==> config.mk <==
export PLATFORM = sky130hd
export DESIGN_NAME = vcmp_scanner
export DESIGN_NICKNAME = d
export VERILOG_FILES = /design/src/rtl/vcmp_scanner.sv
export SDC_FILE = /design/constraint.sdc
export NUM_CORES = 1
export LEC_CHECK = 0
export BUFFER_PORTS_ARGS = -buffer_cell sky130_fd_sc_hd__buf_2
export CAP_MARGIN = 25
export CORE_ASPECT_RATIO = 1.5
export CORE_UTILIZATION = 40
export DETAILED_ROUTE_END_ITERATION = 12
export GPL_TIMING_DRIVEN = 0
export SKIP_LAST_GASP = 1
export SYNTH_ARGS = -nofsm -noshare
export SYNTH_HDL_FRONTEND = slang
export SYNTH_SLANG_ARGS = --single-unit
==> constraint.sdc <==
create_clock -name clk -period 3.3 [get_ports clk]
set_clock_uncertainty 0.05 [all_clocks]
set_input_delay 0.33 -clock clk [delete_from_list [all_inputs] [get_ports clk]]
set_output_delay 0.33 -clock clk [all_outputs]
set_load 0.05 [all_outputs]
==> src/rtl/vcmp_scanner.sv <==
module vcmp_scanner #(
  parameter int NCMP = 6,
  parameter int SW   = 10,
  parameter int NCH  = 16,
  parameter int PW   = 8,
  parameter int AW   = 6
) (
  input  logic              clk,
  input  logic              rst_n,
  input  logic [NCH*SW-1:0] samples,
  input  logic              reg_we,
  input  logic [AW-1:0]     reg_addr,
  input  logic [7:0]        reg_wdata,
  output logic [7:0]        reg_rdata,
  output logic              irq
);
  localparam int HALF = NCMP / 2;
  localparam int HW   = SW - 8;
  localparam logic [AW-1:0] A_STLO = AW'(4 * NCMP);
  localparam logic [AW-1:0] A_STHI = AW'(4 * NCMP + 1);
  localparam logic [AW-1:0] A_PER  = AW'(4 * NCMP + 2);

  logic [NCMP-1:0] st, hit, cen, ien, setv, clr;
  logic [NCMP-1:0][3:0][7:0] fld;
  logic [PW-1:0] per, cnt;
  logic tick, per_wr;

  assign per_wr = reg_we && reg_addr == A_PER;
  assign tick   = (cnt == per);

  always_ff @(posedge clk or negedge rst_n)
    if (!rst_n) begin
      per <= '0;
      cnt <= '0;
    end else if (per_wr) begin
      per <= reg_wdata[PW-1:0];
      cnt <= '0;
    end else begin
      cnt <= tick ? '0 : cnt + 1'b1;
    end

  for (genvar i = 0; i < NCMP; i++) begin : g_cmp
    logic [5:0]    ctl;
    logic [SW-1:0] thr;
    logic          chh;
    logic [3:0]    ch;
    logic [SW-1:0] smp;

    always_ff @(posedge clk or negedge rst_n)
      if (!rst_n) begin
        ctl <= '0;
        thr <= '0;
        chh <= 1'b0;
      end else if (reg_we) begin
        if (reg_addr == AW'(4*i))   ctl          <= reg_wdata[5:0];
        if (reg_addr == AW'(4*i+1)) thr[7:0]     <= reg_wdata;
        if (reg_addr == AW'(4*i+2)) thr[SW-1:8]  <= reg_wdata[HW-1:0];
        if (reg_addr == AW'(4*i+3)) chh          <= reg_wdata[0];
      end

    assign ch     = {chh, ctl[2:0]};
    assign smp    = samples[32'(ch)*SW +: SW];
    assign hit[i] = ctl[3] ? (smp > thr) : (smp <= thr);
    assign cen[i] = ctl[5];
    assign ien[i] = ctl[4];
    assign fld[i][0] = {2'b00, ctl};
    assign fld[i][1] = thr[7:0];
    assign fld[i][2] = 8'(thr[SW-1:8]);
    assign fld[i][3] = {7'b0, chh};
  end

  assign setv = {NCMP{tick}} & cen & hit;
  assign clr[HALF-1:0]    = (reg_we && reg_addr == A_STLO) ? reg_wdata[HALF-1:0] : '0;
  assign clr[NCMP-1:HALF] = (reg_we && reg_addr == A_STHI) ? reg_wdata[NCMP-HALF-1:0] : '0;

  always_ff @(posedge clk or negedge rst_n)
    if (!rst_n) st <= '0;
    else        st <= (st & ~clr) | setv;

  assign irq = |(st & ien);

  always_comb begin
    reg_rdata = '0;
    if (reg_addr == A_STLO)      reg_rdata = 8'(st[HALF-1:0]);
    else if (reg_addr == A_STHI) reg_rdata = 8'(st[NCMP-1:HALF]);
    else if (reg_addr == A_PER)  reg_rdata = 8'(per);
    else if (32'(reg_addr[AW-1:2]) < NCMP)
      reg_rdata = fld[reg_addr[AW-1:2]][reg_addr[1:0]];
  end

  p_sticky_r7: assert property (@(posedge clk) disable iff (!rst_n)
    !(reg_we && (reg_addr == A_STLO || reg_addr == A_STHI)) |=> ((st & $past(st)) == $past(st)));

  p_set_only_on_tick_r6: assert property (@(posedge clk) disable iff (!rst_n)
    !tick |=> ((st & ~$past(st)) == '0));

  p_disabled_quiet_r5: assert property (@(posedge clk) disable iff (!rst_n)
    1'b1 |=> ((st & ~$past(st) & ~$past(cen)) == '0));

  p_clear_lo_r8: assert property (@(posedge clk) disable iff (!rst_n)
    (reg_we && reg_addr == A_STLO) |=>
      ((st[HALF-1:0] & $past(reg_wdata[HALF-1:0] & ~setv[HALF-1:0])) == '0));

  p_irq_source_r9: assert property (@(posedge clk) disable iff (!rst_n)
    irq |-> (st != '0));

  p_wrap_r6: assert property (@(posedge clk) disable iff (!rst_n)
    (tick || per_wr) |=> (cnt == '0));
endmodule

==> flow_metrics.env <==
export IMPL_power_leakage_nw=6.91
export IMPL_final_nets=1557
export IMPL_synthesis_nets=1328
export IMPL_antenna_left=0
export IMPL_route_detailed_drc=0
export IMPL_syn_mean_instance_area_sq_um=13.7
export IMPL_pin_count=186
export IMPL_dpl_instance_area_sq_mm=0.0166
export IMPL_cp_max_fo=10
export IMPL_cp_end_kind="register"
export IMPL_yosysUniqueCellTypes=53
export IMPL_power_internal_mw=5.14
export IMPL_fin_crit_sh=1.00
export IMPL_hold_ws_ns=0.151
export IMPL_clock_path_buffers=2
export IMPL_yosysMostFrequentCell="mux4_2"
export IMPL_worstSetupPathType="register to register"
export IMPL_antenna_found_initial=1
export IMPL_ys_seq_area_frac=0.208
export IMPL_gr_usage_all_layers=0.330
export IMPL_drive_gt1_frac=0.577
export IMPL_synth_edf_count=0
export IMPL_yosysTopAreaCell="mux4_2"
export IMPL_drv_slew=0
export IMPL_startpoint_type="register"
export IMPL_max_vdd_ir_drop_mv=0.357
export IMPL_power_density_mw_per_mm2=478
export IMPL_h_tree_depth=4
export IMPL_grt_pass1_wl_um=89000
export IMPL_cap_violations=0
export IMPL_design_area_sq_mm=0.0180
export IMPL_area_growth_pct=20.3
export IMPL_cts_tree="done"
export IMPL_synth_top_cells_by_area="mux4_2 (48%), dfrtp_1 (21%), mux2_2 (7.1%), ha_1 (5.1%), inv_1 (1.9%)"
export IMPL_die_w_um=160
export IMPL_wl_per_cell_um=34.1
export IMPL_synth_top_cell_area_share=0.478
export IMPL_tightest_slew_ns=1.24
export IMPL_place_gp_congestion=0.970
export IMPL_fmax_mhz=302
export IMPL_core_sq_mm=0.0368
export IMPL_yosysWarnings=0
export IMPL_numCtsBuffers=17
export IMPL_p_sw_mw=3.45
export IMPL_p_sw_frac=0.401
export IMPL_clk_latency_ns=0.43
export IMPL_failed_checks="setup timing"
export IMPL_min_period_ns=3.31
export IMPL_place_inst=1763
export IMPL_vias=12909
export IMPL_setup_tns_final_ns=-0.0163
export IMPL_dp_hpwl_um=47000
export IMPL_worstPathArrival_ns=3.56
export IMPL_status="finished, violations left"
export IMPL_clkTransAtPathRegs_ns=0.06
export IMPL_layout_cells_non_filler=1815
export IMPL_seq_power_share=0.237
export IMPL_grt_max_degree=82
export IMPL_via_per_inst=7.11
export IMPL_die_area_sq_mm=0.0381
export IMPL_place_ws_ns=-0.684
export IMPL_p_clk_frac=0.210
export IMPL_synth_area_sq_mm=0.0149
export IMPL_fin_ws_ns=-0.0100
export IMPL_hold_viol=0
export IMPL_nFillCells=3283
export IMPL_cts_num_sinks=124
export IMPL_fp_dieH_um=239
export IMPL_maxSlewHeadroom=0.174
export IMPL_cp_required_ns=3.55
export IMPL_grt_pass1_vias=13138
export IMPL_drt_initial_drc_count=1438
export IMPL_async_reset_ff_frac=1.00
export IMPL_min_delay_path_class="input pin to register"
export IMPL_overflow=0
export IMPL_wirelength_um=61900
export IMPL_port_buffers=182
export IMPL_comb_power_share=0.552
export IMPL_placementRows=86
export IMPL_setup_violations=2
export IMPL_ys_flop_type="dfrtp_1"
export IMPL_ys_ff_latch=124
export IMPL_syn_inst=1090
export IMPL_dr_pass1_iters=5
export IMPL_root_buffer="clkbuf_16"
export IMPL_synth_common_cells="mux4_2 (317), dfrtp_1 (124), mux2_2 (94)"
export IMPL_start_util=0.406
export IMPL_diodes=0
export IMPL_grt_setup_unrepaired="true"
[sequential cells by signal (all words and copies together), names as in the netlist]
name,count
g_cmp.thr,60
per,8
st,6
g_cmp.chh,6
cnt,8
g_cmp.ctl,36
[routing by layer]
metal	vias up	part of all wire	track usage
li1	5002	-	-
met1	6428	0.32	0.362
met2	1108	0.48	0.543
met3	369	0.099	0.0770
met4	2	0.10	0.281
met5	-	0.00021	0
[placed cells by master, fill, tap and decap left out, drive strengths merged, types with 2 or more instances in the layout]
| cell | synthesis | layout |
|---|---|---|
| a21oi | 22 | 22 |
| nand3 | 20 | 20 |
| nor4 | 6 | 6 |
| o22ai | 4 | 4 |
| nand4 | 16 | 16 |
| ha | 61 | 61 |
| o21ai | 26 | 26 |
| dfrtp | 124 | 124 |
| clkbuf | 52 | 59 |
| inv | 75 | 77 |
| mux4 | 317 | 317 |
| or3 | 4 | 4 |
| a22oi | 3 | 3 |
| a22o | 3 | 3 |
| o221ai | 4 | 4 |
| a211oi | 16 | 16 |
| o21bai | 7 | 7 |
| xor2 | 5 | 5 |
| a32oi | 6 | 6 |
| clkinvlp | 0 | 6 |
| mux2i | 15 | 15 |
| nand4bb | 4 | 4 |
| or3b | 2 | 2 |
| nand2b | 6 | 6 |
| clkdlybuf4s15 | 0 | 2 |
| o211ai | 5 | 5 |
| nor2b | 12 | 12 |
| buf | 50 | 268 |
| a21boi | 2 | 2 |
| nor2 | 30 | 30 |
| nor3 | 20 | 20 |
| mux2 | 104 | 104 |
| clkinv | 0 | 4 |
| nand3b | 3 | 3 |
| xnor2 | 9 | 9 |
| and3 | 2 | 2 |
| nand2 | 49 | 49 |
[cells by family after synthesis]
kind of cell / Yosys count / share of synthesized area
AND/OR/NAND/NOR: 176 / 0.0663
multiplexers: 436 / 0.569
buffers and inverters: 177 / 0.0535
AO/OA/AOI/OAI: 102 / 0.0445
XOR/XNOR: 14 / 0.00821
flip-flops: 124 / 0.208
adder cells (fa/ha/maj): 61 / 0.0511
[layout make-up]
class	instances	area, sq um	share of cell area
Buffer	98	1030	0.0574
Multi-Input combinational cell	789	11100	0.620
Inverter	75	282	0.0157
Clock inverter	13	120	0.00668
Timing Repair Buffer	214	1240	0.0693
Tap cell	484	606	0.0337
Clock buffer	18	439	0.0244
Sequential cell	124	3100	0.173
[worst max-delay path: stages, from the launching register on]
cell and delay (ns):
dfrtp_1 0.41, buf_12 0.18, buf_12 0.17, mux4_2 0.53, mux4_2 0.54, ha_1 0.32
nand4_1 0.08, buf_4 0.18, a211oi_4 0.32, or3_4 0.20, nand4bb_1 0.12, nand3_1 0.07
[power by group through the flow]
stage               logic (mW)  clock network, mW  registers, mW
floorplan                 2.87                  0           1.94
global placement          4.18                  0           2.03
detailed placement        4.29                  0           2.03
CTS                       4.45               1.81           2.02
global route              4.97               1.88           2.07
finish                    4.75               1.81           2.04
[final timing paths]
kind                                             start  slack [ns]                          end  cells after the start
min reg2reg                g_cmp[0].thr[7]$_DFFE_PN0P_        0.46  g_cmp[0].thr[7]$_DFFE_PN0P_                      1
max reg2reg                g_cmp[1].ctl[0]$_DFFE_PN0P_       -0.01              st[1]$_DFF_PN0_                     11
min in group asynchronous                        rst_n        0.37     g_cmp[0].chh$_DFFE_PN0P_                      2
min                                       reg_wdata[5]        0.15  g_cmp[3].ctl[5]$_DFFE_PN0P_                      2
max in group asynchronous                        rst_n        2.02  g_cmp[1].thr[3]$_DFFE_PN0P_                      3
max                        g_cmp[1].ctl[0]$_DFFE_PN0P_       -0.01              st[1]$_DFF_PN0_                     11
[metrics by stage]
stage	utilization	power, mW
3_3_place_gp	0.447	6.21
6_report	0.488	8.59
5_1_grt	0.488	8.92
3_5_place_dp	0.450	6.32
2_1_floorplan	-	4.82
4_1_cts	0.476	8.27
[repair_timing]
| action | in CTS | in global routing |
|---|---|---|
| resized for setup | 119 | 71 |
| setup buffers | 2 | 21 |
| endpoints found under the hold margin | 43 | 0 |
| hold buffers | 1 | 0 |
| setup endpoints to repair | 6 | 6 |
| cloned | 0 | 1 |
| pin swaps | 4 | 3 |
Note: power is estimated with default switching activity, not from simulation.
